===== src/rtl/tdm_asm_pkg.sv =====
package tdm_asm_pkg;
  localparam int NUM_CH     = 24;
  localparam int SAMPLE_W   = 8;
  localparam int SIG_PERIOD = 6;
  localparam int CH_W       = $clog2(NUM_CH + 1);
  localparam int BIT_W      = $clog2(SAMPLE_W);
  localparam int FC_W       = $clog2(SIG_PERIOD);

  // strobes handed from control to datapath each cycle
  typedef struct packed {
    logic             wrap;     // leaving framing slot on this edge
    logic             fbSlot;   // current slot is the framing slot
    logic             robSlot;  // current slot carries a signaling bit
    logic [CH_W-1:0]  ch;       // current channel slot
    logic [BIT_W-1:0] bitPos;   // bit position in slot
  } ctlStrobe_t;
endpackage


===== src/rtl/tdm_asm_ctrl.sv =====
module tdm_asm_ctrl
  import tdm_asm_pkg::*;
(
  input  logic             clk,
  input  logic             rstN,
  input  logic             bitEn,
  output ctlStrobe_t       ctl,
  output logic             frameStart,
  output logic             sigFrame,
  output logic [CH_W-1:0]  chanIdx,
  output logic [BIT_W-1:0] bitIdx
);
  localparam logic [CH_W-1:0]  FRAME_CH = CH_W'(NUM_CH);
  localparam logic [BIT_W-1:0] LAST_BIT = BIT_W'(SAMPLE_W - 1);
  localparam logic [FC_W-1:0]  SIG_PH   = FC_W'(SIG_PERIOD - 1);

  logic [CH_W-1:0]  chCnt;
  logic [BIT_W-1:0] bitCnt;
  logic [FC_W-1:0]  frmCnt;
  logic             inFrameSlot;
  logic             atLastBit;

  assign inFrameSlot = (chCnt == FRAME_CH);
  assign atLastBit   = (bitCnt == LAST_BIT);

  always_ff @(posedge clk) begin
    if (!rstN) begin
      chCnt  <= '0;
      bitCnt <= '0;
      frmCnt <= '0;
    end else if (bitEn) begin
      if (inFrameSlot) begin
        chCnt  <= '0;
        bitCnt <= '0;
        frmCnt <= (frmCnt == SIG_PH) ? '0 : frmCnt + 1'b1;
      end else if (atLastBit) begin
        bitCnt <= '0;
        chCnt  <= chCnt + 1'b1;
      end else begin
        bitCnt <= bitCnt + 1'b1;
      end
    end
  end

  always_comb begin
    ctl.wrap    = bitEn && inFrameSlot;
    ctl.fbSlot  = inFrameSlot;
    ctl.robSlot = (frmCnt == SIG_PH) && atLastBit && !inFrameSlot;
    ctl.ch      = chCnt;
    ctl.bitPos  = bitCnt;
  end

  assign frameStart = (chCnt == '0) && (bitCnt == '0);
  assign sigFrame   = (frmCnt == SIG_PH);
  assign chanIdx    = chCnt;
  assign bitIdx     = bitCnt;
endmodule


===== src/rtl/tdm_asm_data.sv =====
module tdm_asm_data
  import tdm_asm_pkg::*;
(
  input  logic                clk,
  input  logic                rstN,
  input  ctlStrobe_t          ctl,
  input  logic                sampleLoad,
  input  logic [CH_W-1:0]     sampleCh,
  input  logic [SAMPLE_W-1:0] sampleData,
  input  logic [NUM_CH-1:0]   sigBits,
  input  logic                fixFrameBit,
  input  logic                fixFrameVal,
  output logic                serOut
);
  localparam logic [BIT_W-1:0] MSB_POS = BIT_W'(SAMPLE_W - 1);

  logic [SAMPLE_W-1:0] stage [NUM_CH];
  logic [SAMPLE_W-1:0] act   [NUM_CH];
  logic [NUM_CH-1:0]   actSig;
  logic [NUM_CH-1:0]   ldHit;
  logic                fbTog;
  logic [CH_W-1:0]     chSafe;
  logic [BIT_W-1:0]    selBit;

  // per-channel write decode; out-of-range addresses hit nothing
  for (genvar g = 0; g < NUM_CH; g++) begin : g_dec
    assign ldHit[g] = sampleLoad && (sampleCh == CH_W'(g));
  end

  always_ff @(posedge clk) begin
    if (!rstN) begin
      for (int i = 0; i < NUM_CH; i++) begin
        stage[i] <= '0;
        act[i]   <= '0;
      end
      actSig <= '0;
      fbTog  <= 1'b0;
    end else begin
      for (int i = 0; i < NUM_CH; i++) begin
        if (ctl.wrap)  act[i]   <= stage[i];
        if (ldHit[i])  stage[i] <= sampleData;
      end
      if (ctl.wrap) begin
        actSig <= sigBits;
        fbTog  <= ~fbTog;
      end
    end
  end

  assign chSafe = ctl.fbSlot ? '0 : ctl.ch;
  assign selBit = MSB_POS - ctl.bitPos;

  always_comb begin
    if (ctl.fbSlot)
      serOut = fixFrameBit ? fixFrameVal : fbTog;
    else if (ctl.robSlot)
      serOut = actSig[chSafe];
    else
      serOut = act[chSafe][selBit];
  end
endmodule


===== src/rtl/tdm_frame_asm.sv =====
module tdm_frame_asm
  import tdm_asm_pkg::*;
(
  input  logic                clk,
  input  logic                rstN,
  input  logic                bitEn,
  input  logic                sampleLoad,
  input  logic [CH_W-1:0]     sampleCh,
  input  logic [SAMPLE_W-1:0] sampleData,
  input  logic [NUM_CH-1:0]   sigBits,
  input  logic                fixFrameBit,
  input  logic                fixFrameVal,
  output logic                serOut,
  output logic                frameStart,
  output logic                sigFrame,
  output logic [CH_W-1:0]     chanIdx,
  output logic [BIT_W-1:0]    bitIdx
);
  ctlStrobe_t ctl;

  tdm_asm_ctrl u_ctrl (
    .clk        (clk),
    .rstN       (rstN),
    .bitEn      (bitEn),
    .ctl        (ctl),
    .frameStart (frameStart),
    .sigFrame   (sigFrame),
    .chanIdx    (chanIdx),
    .bitIdx     (bitIdx)
  );

  tdm_asm_data u_data (
    .clk         (clk),
    .rstN        (rstN),
    .ctl         (ctl),
    .sampleLoad  (sampleLoad),
    .sampleCh    (sampleCh),
    .sampleData  (sampleData),
    .sigBits     (sigBits),
    .fixFrameBit (fixFrameBit),
    .fixFrameVal (fixFrameVal),
    .serOut      (serOut)
  );
endmodule


===== config.mk =====
export PLATFORM = sky130hd
export DESIGN_NAME = tdm_frame_asm
export DESIGN_NICKNAME = d
export VERILOG_FILES = /design/src/rtl/tdm_asm_pkg.sv /design/src/rtl/tdm_asm_ctrl.sv /design/src/rtl/tdm_asm_data.sv /design/src/rtl/tdm_frame_asm.sv
export SDC_FILE = /design/constraint.sdc
export NUM_CORES = 1
export LEC_CHECK = 0
export ABC_AREA = 1
export BUFFER_PORTS_ARGS = -buffer_cell sky130_fd_sc_hd__buf_2
export CAP_MARGIN = 20
export CORE_UTILIZATION = 60
export DETAILED_ROUTE_END_ITERATION = 8
export HOLD_SLACK_MARGIN = 0.03
export PLACE_DENSITY = 0.77
export SYNTH_ARGS = -nofsm -noshare
export SYNTH_HDL_FRONTEND = slang
export SYNTH_HIERARCHICAL = 1
export SYNTH_SLANG_ARGS = --single-unit

===== constraint.sdc =====
create_clock -name clk -period 19.4 [get_ports clk]
set_input_delay 3.88 -clock clk [delete_from_list [all_inputs] [get_ports clk]]
set_output_delay 3.88 -clock clk [all_outputs]
set_load 0.02 [all_outputs]

After elaboration in Yosys (flattened, before gate mapping)
Memory sizes are Yosys's and may differ from the RTL's.
Cells that the tools add are included.
{"block": "classes", "addsub": 4, "n_mux": 137, "n_lt_le_gt_ge": 2, "bitwise_logic": 49, "n_eq_ne": 26, "reduce_logical": 35}
{"cell": "two-way mux 8 bit", "count": 48}
{"cell": "two-way mux 1 bit", "count": 81}
{"cell": "OR 1 bit", "count": 48}
{"cell": "equality test 5 bit (second input constant)", "count": 9}
{"cell": "equality test 5 x 4 -> 1 bit (second input constant)", "count": 8}
{"cell": "logical AND 1 bit", "count": 28}
{"cell": "equality test 5 x 3 -> 1 bit (second input constant)", "count": 4}
{"cell": "two-way mux 5 bit", "count": 3}
{"cell": "equality test 5 x 2 -> 1 bit (second input constant)", "count": 2}
{"cell": "zero test 5 bit", "count": 2}
{"cell": "two-way mux 3 bit", "count": 3}
{"cell": "adder 3 x 1 -> 3 bit (second input constant)", "count": 2}
{"cell": "equality test 3 bit (second input constant)", "count": 2}
{"cell": "< comparator 5 x 6 -> 1 bit (second input constant)", "count": 1}
{"cell": "adder 5 x 1 -> 5 bit (second input constant)", "count": 1}
{"cell": "binary-select mux 1 bit (select 5 bit)", "count": 1}
{"cell": "equality test 5 x 1 -> 1 bit (second input constant)", "count": 1}
{"cell": "< comparator 3 x 4 -> 1 bit (second input constant)", "count": 1}
{"cell": "AND reduction 2 bit", "count": 2}
{"cell": "binary-select mux 1 bit (select 3 bit)", "count": 1}
{"cell": "zero test 3 bit", "count": 1}
{"cell": "subtractor 3 bit (first input constant)", "count": 1}
{"cell": "nonzero test 2 bit", "count": 1}
{"cell": "zero test 1 bit", "count": 1}
{"cell": "NOT 1 bit", "count": 1}
{"block": "word_totals", "wordCells": 260, "ram_bits": 384, "ff_bits": 36, "n_memories": 2}
{"memory": "u_data.act", "words": 24, "word_bits": 8, "rd": 1, "rd_clocked_by_memory_dff": 0, "write_ports": 24, "line": "tdm_asm_data.sv:18", "rtl": "logic [SAMPLE_W-1:0] act [NUM_CH];"}
{"memory": "u_data.stage", "words": 24, "word_bits": 8, "rd": 24, "rd_clocked_by_memory_dff": 0, "write_ports": 24, "line": "tdm_asm_data.sv:17", "rtl": "logic [SAMPLE_W-1:0] stage [NUM_CH];"}

Logic depth before layout (Yosys ltp)
An unclocked memory read counts as a cell.
{"block": "logic_depth", "word_depth": 7, "ltp_mapped": 23, "ltp_nobuf": 20}

Cells and area by module
Netlist, hierarchy kept.
{"module": "tdm_asm_data", "n_inst": 1, "cells_per_inst": 1772, "area_each_um2": 17616.9, "seq_area_each_um2": 12031.5}
{"module": "tdm_asm_ctrl", "n_inst": 1, "cells_per_inst": 102, "area_each_um2": 769.5, "seq_area_each_um2": 220.2}

Worst setup path after synthesis
No wires, ideal clock.
{"block": "synth_path", "path_type": "input -> register", "from": "in bitEn", "to": "mem u_data.act[0][0] (enable)", "arrival_time_ps": 10292, "n_path_buf": 3, "t_required_ps": 18771, "setup_slack_ps": 8479, "path_stages": 7, "setup_time_ps": 629, "path_cell_list": "buf_4 > inv_2 > nor2_8 > clkbuf_1 > clkinv_1 > nand2_1 > clkbuf_1"}
{"item": "start, declared", "line": "tdm_frame_asm.sv:6", "rtl": "input logic bitEn,"}
{"item": "end, declared", "line": "tdm_asm_data.sv:18"}

==> results.py <==
metrics = {
    "cells_and_area": {
        "final_nets": 1948,
        "n_antenna_cell": 0,
        "fin_area_um2": 20120,
        "fill_cells": 2205,
        "layout-drive-gt1-share": 0.08195,
        "area_delta_synth_final_pct": 9.404,
    },
    "clocking": {
        "cts_buffers": 43,
        "hold_buffers": 0,
        "cts-root-buf": "clkbuf_16",
        "clock_path_buffers": 3,
        "post_cts_resized": 0,
        "clock_latency_ns": 0.53,
        "cts.htree.levels": 2,
        "cts_tree": "done",
        "cts_sinks": 420,
        "path_clk_slew_ns": 0.06,
        "postCtsSetupRepairBufs": 0,
    },
    "power_and_ir_drop": {
        "leakage_nw": 8.820,
        "seq_power_share": 0.555,
        "switching_power_mw": 0.3968,
        "power_mw": 1.882,
        "comb_power_share": 0.045,
        "switching_share": 0.2108,
        "internal_power_mw": 1.486,
        "p_per_area_nw_per_um2": 93.58,
        "ir_worst_vdd_v": 0.00006219,
        "clkPwrFrac": 0.400,
    },
    "place": {
        "post_dp_cell_area_um2": 18830,
        "gp_congestion": 0.8530,
        "dp_hpwl_um": 24100,
        "portBuffers": 53,
    },
    "timing": {
        "final-hold-violation-count": 0,
        "rsz0062_at_grt": "no",
        "tightest_slew_ns": 1.061,
        "relSlewSlack": 0.2853,
        "fin_tns_setup_ns": 0,
        "setup_viol": 0,
        "slew_violations": 0,
        "min_period_ns": 8.409,
        "fin_crit_sh": 0.4335,
        "skew_ns": 0.007358,
        "fmax_mhz": 118.9,
    },
    "worst_setup_path": {
        "r2r_cells": 9,
        "critPathLaunchType": "register",
        "crit_family": "simple AND/OR/NAND/NOR gates",
        "critPathKind": "register to output pin",
        "cp.required_ns": 15.52,
        "reg2reg_from": "u_ctrl/chanIdx[1]$_SDFFE_PN0P_",
        "cp_cell_sequence": "inv_1, ha_1, nand2_1, nor2_1, inv_4, nand2_2, inv_2, nand3_1, nand3_1, nand3_1, nand2_1, nand2_1, nand2_1, nand3_1, nand3_1, nand2_1, nand2_1, nand2_1, buf_2",
        "path_buf_inv": 4,
        "cp_max_fo": 36,
        "worstPathArrival_ns": 4.53,
        "worst_path_max_delay_cell": "nand2_2",
        "reg2reg_to": "u_data/act[19][0]$_SDFFCE_PN0P_",
        "end_kind": "output pin",
        "max_stage_delay_ns": 0.73,
        "reg2reg_slack_ns": 15.60,
        "crit_top_cell": "nand2_1",
    },
    "synthesis": {
        "syn_inst": 1874,
        "synthMuxAreaShare": 0,
        "synth_top_family_by_area": "simple AND/OR/NAND/NOR gates",
        "yosys_warnings": 6,
        "ys_ff_latch": 420,
        "synth_fa_ha_area_frac": 0.003403,
        "netlist_area_um2": 18390,
        "syn_area_per_cell_um2": 9.811,
        "synth_nets": 1922,
        "yosys.area_share.simple": 0.2017,
        "yosysUniqueCellTypes": 36,
        "ys_seq_area_frac": 0.6663,
        "synth_xor_area_frac": 0,
        "synth_compound_area_frac": 0.02688,
    },
    "run": {
        "cap_violations": 0,
    },
    "detailed_routing": {
        "num_vias": 12537,
        "remaining_drc_errors": 0,
        "detail-route-antenna-nets": 0,
        "viasPerCell": 5.409,
        "drt_iter0_markers": 1386,
        "dr.pass1.iters": 7,
        "wl_per_cell_um": 17.64,
        "wl_um": 40900,
    },
    "die": {
        "rows": 63,
        "die_area_um2": 31350,
        "fp.dieH_um": 177.1,
        "die_x_um": 177.1,
        "start_util": 0.6154,
        "core_um2": 29870,
        "io_pins": 54,
    },
    "global_route": {
        "grt_pass1_vias": 12215,
        "grt_max_degree": 91,
        "globalRouteTotalUtil": 0.2673,
        "overflow": 0,
        "antenna_found_initial": 0,
        "grt_pass1_wl_um": 63310,
    },
    "min_path": {
        "holdPathEnd": "u_data/actSig[1]$_SDFFE_PN0P_",
        "hp-start": "u_data/actSig[1]$_SDFFE_PN0P_",
        "hp-class": "register to register",
        "min_path_cells": 2,
    },
    "status": {
        "outcome": "completed",
    },
}
[synthesized netlist by cell type (all sizes together)]
| master | instances | area (um^2) |
|---|---|---|
| a21oi | 9 | 52.55 |
| o32ai | 2 | 17.52 |
| o21bai | 1 | 7.510 |
| o21ai | 64 | 327.8 |
| nor3 | 13 | 65.06 |
| nand4 | 3 | 18.77 |
| inv | 367 | 1380 |
| edfxtp | 384 | 11530 |
| nor2 | 386 | 1480 |
| a221oi | 2 | 17.52 |
| dfxtp | 36 | 720.7 |
| o211ai | 2 | 15.01 |
| clkinv | 5 | 18.77 |
| ha | 5 | 62.56 |
| nand3 | 174 | 885.9 |
| nand2 | 319 | 1227 |
| buf | 48 | 312.8 |
| or2 | 5 | 31.28 |
| a211oi | 2 | 15.01 |
| o221ai | 4 | 35.03 |
| o22ai | 1 | 6.260 |
| clkbuf | 42 | 157.7 |
[tightest hold or removal path: cells and delay by family (launching register included)]
| family | cells | cell delay (ns) |
|---|---|---|
| flops | 1 | 0.31 |
| simple gates | 2 | 0.11 |
[logic make-up (layout without fill, tap and decap cells)]
logic type                 Yosys count  count (layout)
DFF                                420             420
buffers and inverters              462             516
adders and majority gates            5               5
AOI/OAI and AO/OA                   87              87
and+or+nand+nor                    900             900
[layout make-up]
type	count	area [um^2]	share of cell area
Multi-Input combinational cell	992	4288	0.2132
Inverter	372	1399	0.06954
Timing Repair Buffer	71	419.2	0.02084
Clock buffer	55	1164	0.05785
Clock inverter	18	105.1	0.005225
Sequential cell	420	12250	0.6091
Tap cell	390	488.0	0.02426
[sequential cells by signal (all words and copies together) (netlist names)]
name            count
u_ctrl/chanIdx      5
u_ctrl/frmCnt       3
u_data/stage      192
u_data/act        192
u_ctrl/bitIdx       3
u_data/actSig      24
u_data/fbTog        1
[power groups by stage]
| stage | combinational [mW] | clock [mW] | sequential (mW) |
|---|---|---|---|
| 2_1_floorplan | 0.0528 | 0 | 1.06 |
| 3_3_place_gp | 0.0799 | 0 | 1.06 |
| 3_5_place_dp | 0.0829 | 0 | 1.06 |
| 4_1_cts | 0.0840 | 0.760 | 1.04 |
| 5_1_grt | 0.0938 | 0.795 | 1.05 |
| 6_report | 0.0848 | 0.753 | 1.04 |
[stage by stage]
step	hold slack, ns	std cells	setup WS (ns)	util
2_1_floorplan	0.4404	1874	8.479	-
3_3_place_gp	0.4563	2243	11.06	0.6298
3_5_place_dp	0.4578	2244	11.10	0.6302
4_1_cts	0.4659	2317	10.84	0.6727
5_1_grt	0.4874	2318	10.77	0.6733
6_report	0.4653	2318	10.99	0.6733
[cell usage in the layout (no fill, tap or decap), types with 9 or more instances in the layout]
cell       synthesis  final
clkinv_2           0      9
nor2_1           381    380
dfxtp_1           36     35
o21ai_0           51     50
buf_2             16     52
nand2_1          313    311
buf_4             22     17
clkbuf_16          0     45
inv_1            362    362
clkinv_1           5     13
o21ai_1           11     12
nor3_1            13     13
edfxtp_1         384    384
clkbuf_1          42     10
nand3_1          171    171
[layer usage]
layer,GRT usage,up-vias,share of wire
met5,0,-,0
li1,-,5964,-
met1,0.3521,5912,0.40
met4,0.1135,0,0.035
met2,0.4425,544,0.48
met3,0.04081,117,0.085
[worst max-delay path by stage]
stage / endpoint / slack [ns] / depth (start not counted) / startpoint
final: serOut / 10.99 / 19 / u_ctrl/chanIdx[1]$_SDFFE_PN0P_
after global routing: serOut / 10.77 / 19 / u_ctrl/chanIdx[1]$_SDFFE_PN0P_
after CTS: serOut / 10.84 / 21 / u_ctrl/chanIdx[1]$_SDFFE_PN0P_
after detailed placement: serOut / 11.10 / 5 / fixFrameBit
after global placement: serOut / 11.06 / 5 / fixFrameBit
after floorplan: u_data/act[0][0]$_SDFFCE_PN0P_ / 8.48 / 7 / bitEn
No activity file was read; power rests on OpenSTA's default activity.
